$ cat config.mk
export PLATFORM = sky130hd
export DESIGN_NAME = gtmr_timer
export DESIGN_NICKNAME = d
export VERILOG_FILES = /design/src/rtl/gtmr_pkg.sv /design/src/rtl/gtmr_tick_gen.sv /design/src/rtl/gtmr_cmp_ch.sv /design/src/rtl/gtmr_timer.sv
export SDC_FILE = /design/constraint.sdc
export NUM_CORES = 2
export LEC_CHECK = 0
export BUFFER_PORTS_ARGS = -buffer_cell sky130_fd_sc_hd__clkbuf_2
export CAP_MARGIN = 20
export CORE_ASPECT_RATIO = 1.25
export CORE_MARGIN = 2
export CORE_UTILIZATION = 60
export CTS_BUF_LIST = sky130_fd_sc_hd__clkbuf_8
export DETAILED_ROUTE_END_ITERATION = 8
export HOLD_SLACK_MARGIN = 0.08
export PLACE_DENSITY = 0.9
export SLEW_MARGIN = 20
export SYNTH_ARGS = -nofsm -noshare
export SYNTH_HDL_FRONTEND = slang
export SYNTH_SLANG_ARGS = --single-unit
$ cat constraint.sdc
create_clock -name clk -period 5.4 [get_ports clk]
set_input_delay 0.27 -clock clk [delete_from_list [all_inputs] [get_ports clk]]
set_output_delay 0.27 -clock clk [all_outputs]
set_load 0.02 [all_outputs]
$ cat src/rtl/gtmr_pkg.sv
package gtmr_pkg;
  localparam int ADDR_W = 12;
  localparam int WORD_W = 32;
  localparam int TIME_W = 2 * WORD_W;
  localparam int PRE_W  = 8;
  localparam int DIV_W  = 3;
  localparam int CFG_W  = PRE_W + DIV_W;
  localparam int RUN_BIT = 8;
  localparam int WST_W  = 17;

  localparam logic [ADDR_W-1:0] OFS_CFG     = 12'h000;
  localparam logic [ADDR_W-1:0] OFS_CNT_LO  = 12'h100;
  localparam logic [ADDR_W-1:0] OFS_CNT_HI  = 12'h104;
  localparam logic [ADDR_W-1:0] OFS_CNT_ACK = 12'h110;
  localparam logic [ADDR_W-1:0] OFS_CTRL    = 12'h240;
  localparam logic [ADDR_W-1:0] OFS_STAT    = 12'h244;
  localparam logic [ADDR_W-1:0] OFS_IEN     = 12'h248;
  localparam logic [ADDR_W-1:0] OFS_ACK     = 12'h24C;
  localparam logic [ADDR_W-1:0] OFS_CH_BASE = 12'h200;

  // k: 0 low word, 1 high word, 2 increment
  function automatic logic [ADDR_W-1:0] ch_ofs(input int ch, input int k);
    return OFS_CH_BASE + ADDR_W'(16 * ch + 4 * k);
  endfunction

  function automatic logic [TIME_W-1:0] put_word(input logic [TIME_W-1:0] v,
                                                 input logic hi,
                                                 input logic [WORD_W-1:0] w);
    return hi ? {w, v[WORD_W-1:0]} : {v[TIME_W-1:WORD_W], w};
  endfunction
endpackage

$ cat src/rtl/gtmr_tick_gen.sv
module gtmr_tick_gen #(
  parameter int PRE_W = 8,
  parameter int DIV_W = 3
) (
  input  logic             clk,
  input  logic             rst_n,
  input  logic             restart,
  input  logic [PRE_W-1:0] pre,
  input  logic [DIV_W-1:0] dsel,
  output logic             tick
);
  localparam int PER_W = PRE_W + (1 << DIV_W);

  function automatic logic [PER_W-1:0] period_of(input logic [PRE_W-1:0] p,
                                                 input logic [DIV_W-1:0] d);
    return (PER_W'(p) + PER_W'(1)) << d;
  endfunction

  logic [PER_W-1:0] phase_q;
  logic [PER_W-1:0] period;

  assign period = period_of(pre, dsel);
  assign tick   = (phase_q == period - PER_W'(1));

  always_ff @(posedge clk or negedge rst_n) begin
    if (!rst_n)              phase_q <= '0;
    else if (restart || tick) phase_q <= '0;
    else                     phase_q <= phase_q + PER_W'(1);
  end

  // the phase never leaves the programmed period
  a_r2_phase_in_period: assert property (@(posedge clk) disable iff (!rst_n)
    phase_q < period);
endmodule

$ cat src/rtl/gtmr_cmp_ch.sv
module gtmr_cmp_ch
  import gtmr_pkg::*;
(
  input  logic              clk,
  input  logic              rst_n,
  input  logic              wr_lo,
  input  logic              wr_hi,
  input  logic              wr_inc,
  input  logic [WORD_W-1:0] wdata,
  input  logic              step,
  input  logic [TIME_W-1:0] next_cnt,
  input  logic              cmp_en,
  input  logic              auto_en,
  input  logic              stat_clr,
  output logic [TIME_W-1:0] cmp_val,
  output logic [WORD_W-1:0] inc_val,
  output logic              stat,
  output logic              match
);
  logic [TIME_W-1:0] cmp_q;
  logic [WORD_W-1:0] inc_q;
  logic              stat_q;

  assign match   = step && cmp_en && (next_cnt == cmp_q);
  assign cmp_val = cmp_q;
  assign inc_val = inc_q;
  assign stat    = stat_q;

  always_ff @(posedge clk or negedge rst_n) begin
    if (!rst_n) begin
      cmp_q  <= '0;
      inc_q  <= '0;
      stat_q <= 1'b0;
    end else begin
      if (wr_lo)                cmp_q <= put_word(cmp_q, 1'b0, wdata);
      else if (wr_hi)           cmp_q <= put_word(cmp_q, 1'b1, wdata);
      else if (match && auto_en) cmp_q <= cmp_q + TIME_W'(inc_q);
      if (wr_inc) inc_q <= wdata;
      if (match)         stat_q <= 1'b1;
      else if (stat_clr) stat_q <= 1'b0;
    end
  end

  // a match leaves the status pending
  a_r6_match_sets_status: assert property (@(posedge clk) disable iff (!rst_n)
    match |=> stat_q);
  // status rises only because of a match
  a_r6_rise_needs_match: assert property (@(posedge clk) disable iff (!rst_n)
    $rose(stat_q) |-> $past(match));
  // repeat mode adds the increment on a match
  a_r7_auto_add: assert property (@(posedge clk) disable iff (!rst_n)
    (match && auto_en && !wr_lo && !wr_hi) |=> cmp_q == $past(cmp_q) + TIME_W'($past(inc_q)));
  // a clear without a match removes the status
  a_r9_clear_drops: assert property (@(posedge clk) disable iff (!rst_n)
    (stat_clr && !match) |=> !stat_q);
endmodule

$ cat src/rtl/gtmr_timer.sv
module gtmr_timer
  import gtmr_pkg::*;
#(
  parameter int NUM_CH = 4  // 1..4: channel offsets and ack bits fit four
) (
  input  logic              clk,
  input  logic              rst_n,
  input  logic [ADDR_W-1:0] reg_addr,
  input  logic              reg_wr,
  input  logic [WORD_W-1:0] reg_wdata,
  output logic [WORD_W-1:0] reg_rdata,
  output logic [NUM_CH-1:0] irq
);
  logic [CFG_W-1:0]  cfg_q;
  logic [TIME_W-1:0] cnt_q;
  logic [RUN_BIT:0]  ctrl_q;
  logic [NUM_CH-1:0] ien_q;
  logic [1:0]        cnt_ack_q;
  logic [WST_W-1:0]  ack_q;

  logic wr_cfg, wr_cnt_lo, wr_cnt_hi, wr_cnt_ack, wr_ctrl, wr_stat, wr_ien, wr_ack;
  assign wr_cfg     = reg_wr && reg_addr == OFS_CFG;
  assign wr_cnt_lo  = reg_wr && reg_addr == OFS_CNT_LO;
  assign wr_cnt_hi  = reg_wr && reg_addr == OFS_CNT_HI;
  assign wr_cnt_ack = reg_wr && reg_addr == OFS_CNT_ACK;
  assign wr_ctrl    = reg_wr && reg_addr == OFS_CTRL;
  assign wr_stat    = reg_wr && reg_addr == OFS_STAT;
  assign wr_ien     = reg_wr && reg_addr == OFS_IEN;
  assign wr_ack     = reg_wr && reg_addr == OFS_ACK;

  // internal events, named for the assertions
  logic              tick, step, cnt_written;
  logic [TIME_W-1:0] next_cnt;
  assign cnt_written = wr_cnt_lo || wr_cnt_hi;
  assign step        = ctrl_q[RUN_BIT] && tick && !cnt_written;
  assign next_cnt    = cnt_q + TIME_W'(1);

  gtmr_tick_gen #(.PRE_W(PRE_W), .DIV_W(DIV_W)) u_tick (
    .clk(clk), .rst_n(rst_n), .restart(wr_cfg),
    .pre(cfg_q[PRE_W-1:0]), .dsel(cfg_q[CFG_W-1:PRE_W]), .tick(tick)
  );

  logic [TIME_W-1:0] cmp_val [NUM_CH];
  logic [WORD_W-1:0] inc_val [NUM_CH];
  logic [NUM_CH-1:0] stat, match, ch_wr_lo, ch_wr_hi, ch_wr_inc;

  for (genvar i = 0; i < NUM_CH; i++) begin : g_ch
    assign ch_wr_lo[i]  = reg_wr && reg_addr == ch_ofs(i, 0);
    assign ch_wr_hi[i]  = reg_wr && reg_addr == ch_ofs(i, 1);
    assign ch_wr_inc[i] = reg_wr && reg_addr == ch_ofs(i, 2);
    gtmr_cmp_ch u_ch (
      .clk(clk), .rst_n(rst_n),
      .wr_lo(ch_wr_lo[i]), .wr_hi(ch_wr_hi[i]), .wr_inc(ch_wr_inc[i]),
      .wdata(reg_wdata), .step(step), .next_cnt(next_cnt),
      .cmp_en(ctrl_q[2*i]), .auto_en(ctrl_q[2*i+1]),
      .stat_clr(wr_stat && reg_wdata[i]),
      .cmp_val(cmp_val[i]), .inc_val(inc_val[i]),
      .stat(stat[i]), .match(match[i])
    );
  end

  logic [WST_W-1:0] ack_set;
  always_comb begin
    ack_set = '0;
    for (int i = 0; i < NUM_CH; i++) begin
      ack_set[4*i]   = ch_wr_lo[i];
      ack_set[4*i+1] = ch_wr_hi[i];
      ack_set[4*i+2] = ch_wr_inc[i];
    end
    ack_set[WST_W-1] = wr_ctrl;
  end

  always_ff @(posedge clk or negedge rst_n) begin
    if (!rst_n) begin
      cfg_q     <= '0;
      cnt_q     <= '0;
      ctrl_q    <= '0;
      ien_q     <= '0;
      cnt_ack_q <= '0;
      ack_q     <= '0;
    end else begin
      if (wr_cfg)    cfg_q  <= reg_wdata[CFG_W-1:0];
      if (wr_ctrl)   ctrl_q <= reg_wdata[RUN_BIT:0];
      if (wr_ien)    ien_q  <= reg_wdata[NUM_CH-1:0];
      if (wr_cnt_lo)      cnt_q <= put_word(cnt_q, 1'b0, reg_wdata);
      else if (wr_cnt_hi) cnt_q <= put_word(cnt_q, 1'b1, reg_wdata);
      else if (step)      cnt_q <= next_cnt;
      cnt_ack_q <= (cnt_ack_q & ~(wr_cnt_ack ? reg_wdata[1:0] : 2'b00))
                   | {wr_cnt_hi, wr_cnt_lo};
      ack_q <= (ack_q & ~(wr_ack ? reg_wdata[WST_W-1:0] : '0)) | ack_set;
    end
  end

  assign irq = stat & ien_q;

  always_comb begin
    reg_rdata = '0;
    case (reg_addr)
      OFS_CFG:     reg_rdata = WORD_W'(cfg_q);
      OFS_CNT_LO:  reg_rdata = cnt_q[WORD_W-1:0];
      OFS_CNT_HI:  reg_rdata = cnt_q[TIME_W-1:WORD_W];
      OFS_CNT_ACK: reg_rdata = WORD_W'(cnt_ack_q);
      OFS_CTRL:    reg_rdata = WORD_W'(ctrl_q);
      OFS_STAT:    reg_rdata = WORD_W'(stat);
      OFS_IEN:     reg_rdata = WORD_W'(ien_q);
      OFS_ACK:     reg_rdata = WORD_W'(ack_q);
      default:     ;
    endcase
    for (int i = 0; i < NUM_CH; i++) begin
      if (reg_addr == ch_ofs(i, 0)) reg_rdata = cmp_val[i][WORD_W-1:0];
      if (reg_addr == ch_ofs(i, 1)) reg_rdata = cmp_val[i][TIME_W-1:WORD_W];
      if (reg_addr == ch_ofs(i, 2)) reg_rdata = inc_val[i];
    end
  end

  // a stopped, unwritten counter keeps its value
  a_r3_hold_when_stopped: assert property (@(posedge clk) disable iff (!rst_n)
    (!ctrl_q[RUN_BIT] && !cnt_written) |=> cnt_q == $past(cnt_q));
  // a step moves the counter by exactly one
  a_r2_single_step: assert property (@(posedge clk) disable iff (!rst_n)
    step |=> cnt_q == $past(cnt_q) + TIME_W'(1));
  // counter acknowledge flags only fall through their own register
  a_r10_cnt_ack_sticky: assert property (@(posedge clk) disable iff (!rst_n)
    !wr_cnt_ack |=> (cnt_ack_q & $past(cnt_ack_q)) == $past(cnt_ack_q));
  // write acknowledge flags only fall through their own register
  a_r11_ack_sticky: assert property (@(posedge clk) disable iff (!rst_n)
    !wr_ack |=> (ack_q & $past(ack_q)) == $past(ack_q));
endmodule

==> results of run 1 <==
## through the flow
step / instances / hold slack [ns]
after global placement: 6768 / 0.398
after floorplan: 5610 / -0.0256
after detailed placement: 6769 / 0.410
after CTS: 6928 / 0.0810
## cell usage after synthesis (41+ instances only)
cell / instances
dfrtp_1: 511
a221oi_1: 41
a31oi_1: 63
or3_1: 45
nor2b_1: 46
mux2i_1: 96
or4_1: 47
mux2_2: 153
nand4_1: 180
o22ai_1: 68
nor4_1: 93
nor2_1: 391
nand2b_1: 57
and3_1: 104
a211oi_1: 47
o211ai_1: 74
nand3_1: 231
ha_1: 132
xor2_1: 133
and2_1: 42
o21ai_0: 340
clkbuf_1: 395
nand2_1: 599
a22oi_1: 152
a21o_1: 90
xnor2_1: 268
inv_1: 112
a21oi_1: 304
nor3_1: 143
## cells by family after synthesis
logic type,count (synthesis),share of synthesized area
buffers and inverters,577,0.0492
AOI/OAI and AO/OA,1572,0.235
xor gates and xnor gates,429,0.0923
adders and majority gates,136,0.0385
DFF,511,0.285
muxes,249,0.0597
and+or+nand+nor,2136,0.241
## per-layer routing
metal  GRT overflow  track usage
met4             98        0.714
met2            144        0.926
met1              0        0.741
met5              0        0.142
met3              1        0.537
## what timing repair did
item                                    4_1_cts
gates resized for setup                       9
setup buffers                                 0
pin swaps                                     0
hold buffers                                  4
endpoints found under the setup margin       88
endpoints found under the hold margin       112
==> metrics.md, run 1 <==
| Metric | Value |
|---|---|
| Die Y | `310 um` |
| Starting Density | `0.604` |
| I/O pin cnt | `83` |
| Library cells used by synthesis | `90` |
| Largest net degree at the start of global routing | `129` |
| EDFF count, synth | `0` |
| FP Rows | `112` |
| Clk sink count | `511` |
| Flops & latches, synth | `511` |
| Syn Inst Count | `5,610` |
| Cts bufs inserted | `88` |
| Post-DP HPWL | `199,000 um` |
| Placer Congestion | `1.32` |
| Cell taking the most area after synthesis | `dfrtp_1` |
| Number of port buffers | `82` |
| Grt total ovfl | `243` |
| Failing step | `global routing` |
| First-pass GRT wire length | `410,000 um` |
| Top cells by area, synth | `dfrtp_1 28%, xnor2_1 5.2%, nand2_1 5.0%` |
| Netlist Area Pre-Place | `44,900 um^2` |
| Async SR Flop Fraction | `1.00` |
| Chip width | `249 um` |
| Root Driver | `clkbuf_8` |
| Buffer levels on the longest clock path | `3` |
| Syn_nets | `5,793` |
| Vias in the first global route | `56,022` |
| CTS H-tree lvls | `3` |
| Synth warn | `0` |
| Top cell type's share of synthesized area | `0.285` |
| Gr usage total | `0.727` |
| Placed instance area | `49,400 um^2` |
| Synth Flop Type | `dfrtp_1` |
| Setup WS pre-CTS | `-0.345 ns` |
| Syn Area/Cell | `8.01 um^2` |
| Post-synthesis sequential area ratio | `0.285` |
| Err | `[ERROR GRT-0116] Global routing finished with congestion. Check the congestion regions in the DRC Viewer.` |
| Status | `aborted with a tool error` |
==> inputs of run 2 (changes only) <==
Settings changed: CORE_ASPECT_RATIO 1.25 to default, CORE_UTILIZATION 60 to 40, CTS_BUF_LIST sky130_fd_sc_hd__clkbuf_8 to default, HOLD_SLACK_MARGIN 0.08 to default, PLACE_DENSITY 0.9 to default, PLACE_DENSITY_LB_ADDON from default to 0.15.
Clock period 5.4 ns to 7.02 ns, I/O delays scaled along.
==> run 2 against run 1 <==
  * The run now ends clean
  * Synthesized cell count is the same
  * Area after synthesis stayed put
==> metrics.md, run 2 <==
| Metric | Value |
|---|---|
| Status | `finished clean (was aborted with a tool error)` |
| Syn Inst Count | `5,610 (unchanged)` |
| Die Y | `339 um (was 310 um)` |
| Cts bufs inserted | `68 (was 88)` |
| Slew Viols, Final | `0` |
| Core area | `111,000 um^2` |
| Starting Density | `0.405 (was 0.604)` |
| EDFF count, synth | `0 (unchanged)` |
| Flop2flop setup slack | `0.22 ns` |
| First-pass GRT wire length | `412,000 um` |
| DRC | `0` |
| Library cells used by synthesis | `90 (unchanged)` |
| # Post-CTS Setup Buffers | `0 (unchanged)` |
| Syn Area/Cell | `8.01 um^2 (unchanged)` |
| Mux cell area share after synthesis | `0.0597 (unchanged)` |
| Placer Congestion | `1.13 (was 1.32)` |
| Post-DP HPWL | `237,000 um (was 199,000 um)` |
| Buffer levels on the longest clock path | `3 (unchanged)` |
| Worst Path Buf+Inv | `4` |
| Post-Route WL | `307,000 um` |
| Vias in the first global route | `48,081` |
| Async SR Flop Fraction | `1.00 (unchanged)` |
| Power density over the cells | `145 nW/um^2` |
| Avg WL per Cell | `42.6 um` |
| Highest routed layer | `met5` |
| Fin crit period | `6.80 ns` |
| Largest net degree at the start of global routing | `142` |
| Max-Cap Viols | `0` |
| Compound-Gate Fraction of Synth Area | `0.235 (unchanged)` |
| DRT iter0 DRCs | `8,518` |
| DR WL met2 | `121,000 um` |
| Largest register FFs | `256` |
| Vias | `52,343` |
| Most common cell on crit path | `buf_4` |
| Fmax | `0.147 GHz` |
| Top cell type's share of synthesized area | `0.285 (unchanged)` |
| Worst setup SP type | `flip-flop` |
| Synth warn | `0 (unchanged)` |
| Worst path slowest cell | `a2111oi_0` |
| Number of port buffers | `82 (unchanged)` |
| Final setup fails | `0` |
| Via density | `7.26` |
| Fraction of layout cells with a size suffix above 1 | `0.137` |
| Gr usage total | `0.518` |
| Top cells by area, synth | `dfrtp_1 28%, xnor2_1 5.2%, nand2_1 5.0% (unchanged)` |
| Clk slew on worst S/H paths | `0.06 ns` |
| Flops & latches, synth | `511 (unchanged)` |
| Post-synth top cells | `599 x nand2_1, 511 x dfrtp_1, 395 x clkbuf_1, 391 x nor2_1, 340 x o21ai_0 (unchanged)` |
| Worst-path cell chain | `nand4_1, nor4_2, and4_2, buf_4, a41oi_1, a22o_1, nor3_1, nand3_1, a2111oi_0, buf_4, nand3_1, nor4_2, buf_4, nand3_1, buf_4, o311ai_0` |
| Worst path max stage delay | `0.79 ns` |
| Setup TNS | `0 ns` |
| CP Data Arrival Time | `7.32 ns` |
| Adder-cell share of the synthesized area | `0.0385 (unchanged)` |
| FP Rows | `122 (was 112)` |
| Delay-heaviest family, CP | `simple AND/OR/NAND/NOR gates` |
| Initial DRT Pass Iterations | `7` |
| Max_slew headroom | `0.100` |
| Most frequent cell after synthesis | `nand2_1 (unchanged)` |
| CTS tree | `done` |
| Hold WC Path Type | `input port to flip-flop` |
| Post-Synth Simple-Gate Area | `0.241 (unchanged)` |
| Min Hold Slack | `0.164 ns` |
| Die ar. | `115,000 um^2` |
| Root Driver | `clkbuf_16 (was clkbuf_8)` |
| Worst-skew pair later-pin latency | `0.70 ns` |
| Netlist Area Pre-Place | `44,900 um^2 (unchanged)` |
| RSZ-0062 raised after global routing | `false` |
| Power Total | `7.33 mW` |
| Maximum VDD drop | `189 uV` |
| Met3 wire len | `43,000 um` |
| Worst setup EP type | `flip-flop` |
| Synthesis-to-layout area growth | `12.7%` |
| Main combinational cell family by area after synthesis | `simple AND/OR/NAND/NOR gates (unchanged)` |
| CTS H-tree lvls | `3 (unchanged)` |
| M1 WL | `111,000 um` |
| Cell taking the most area after synthesis | `dfrtp_1 (unchanged)` |
| Synth Flop Type | `dfrtp_1 (unchanged)` |
| Most common cell after layout, fill and taps aside | `nand2_1` |
| Setup WS pre-CTS | `0.438 ns (was -0.345 ns)` |
| Fin crit share | `0.968` |
| Slew @ Worst Pin | `1.35 ns` |
| CP Data Required Time | `7.55 ns` |
| Layout Nets | `5,817` |
| Leakage Power | `21.8 nW` |
| Antenna violations before repair | `46` |
| Critical path fanouts, max | `12` |
| Chip width | `339 um (was 249 um)` |
| Grt total ovfl | `0` |
| Clk sink count | `511 (unchanged)` |
| Final worst-path setup slack | `0.224 ns` |
| Syn_nets | `5,793 (unchanged)` |
| Most frequent cells in the layout | `592 x nand2_1, 511 x dfrtp_1, 377 x nor2_1` |
| Final ANT Viol Nets | `0` |
| I/O pin cnt | `83 (unchanged)` |
| Xor/xnor share of the synthesized area | `0.0923 (unchanged)` |
| Clk_skew | `0.0377 ns` |
| Type of the worst setup path | `flip-flop to flip-flop` |
| Final Hold Vio Count | `0` |
| Post-synthesis sequential area ratio | `0.285 (unchanged)` |
-- run 2: cell type report --
class / instances / area, um^2
Clock inverter: 30 / 363
Antenna cell: 32 / 80.1
Clock buffer: 92 / 1910
Inverter: 112 / 420
Tap cell: 1488 / 1860
Sequential cell: 511 / 12800
Multi-Input combinational cell: 4522 / 30100
Timing Repair Buffer: 419 / 3080
Fill cell: 11140 / 60400
-- run 2: cells by family after synthesis --
logic type / Yosys count
AOI/OAI and AO/OA: 1572
muxes: 249
DFF: 511
and+or+nand+nor: 2136
xor gates and xnor gates: 429
buffers and inverters: 577
adders and majority gates: 136
-- run 2: through the flow --
step,cells,utilization,cell area (um^2)
floorplan,5610,-,44900
global placement,7051,0.434,48200
detailed placement,7051,0.435,48200
CTS,7174,0.455,50500
global route,7179,0.456,50600
finish,7206,0.456,50600
-- run 2: timing repair --
action,4_1_cts,5_1_grt
hold buffers,1,0
endpoints found under the hold margin,77,0
endpoints found under the setup margin,0,23
resized for setup,0,2
-- run 2: routing by layer --
metal | GRT usage | vias to the layer above
met4 | 0.419 | 24
li1 | - | 21080
met2 | 0.722 | 4413
met3 | 0.215 | 1192
met1 | 0.622 | 25634
met5 | 0.0131 | -
-- run 2: final timing paths --
| path | startpoint | to | cells past startpoint |
|---|---|---|---|
| min | reg_wdata[27] | g_ch[2].u_ch.cmp_val[27] | 4 |
| max | cnt_q[3] | g_ch[2].u_ch.cmp_val[46] | 16 |
| min reg2reg | cnt_ack_q[0] | cnt_ack_q[0] | 2 |
| max in group asynchronous | rst_n | cnt_q[49] | 3 |
| max reg2reg | cnt_q[3] | g_ch[2].u_ch.cmp_val[46] | 16 |
| min in group asynchronous | rst_n | g_ch[2].u_ch.cmp_val[11] | 2 |
-- run 2: report_power, final --
group,total [mW],internal [mW],switching [mW]
combinational,0.612,0.136,0.476
sequential,3.04,2.97,0.0669
clock,3.68,2.12,1.57
total,7.33,5.22,2.11
-- run 2: worst min-delay path: stages --
cell	delay (ns)
clkbuf_2	0.08
buf_4	0.24
nand2_1	0.09
o21ai_0	0.07
No activity file was read; power rests on OpenSTA's default activity.
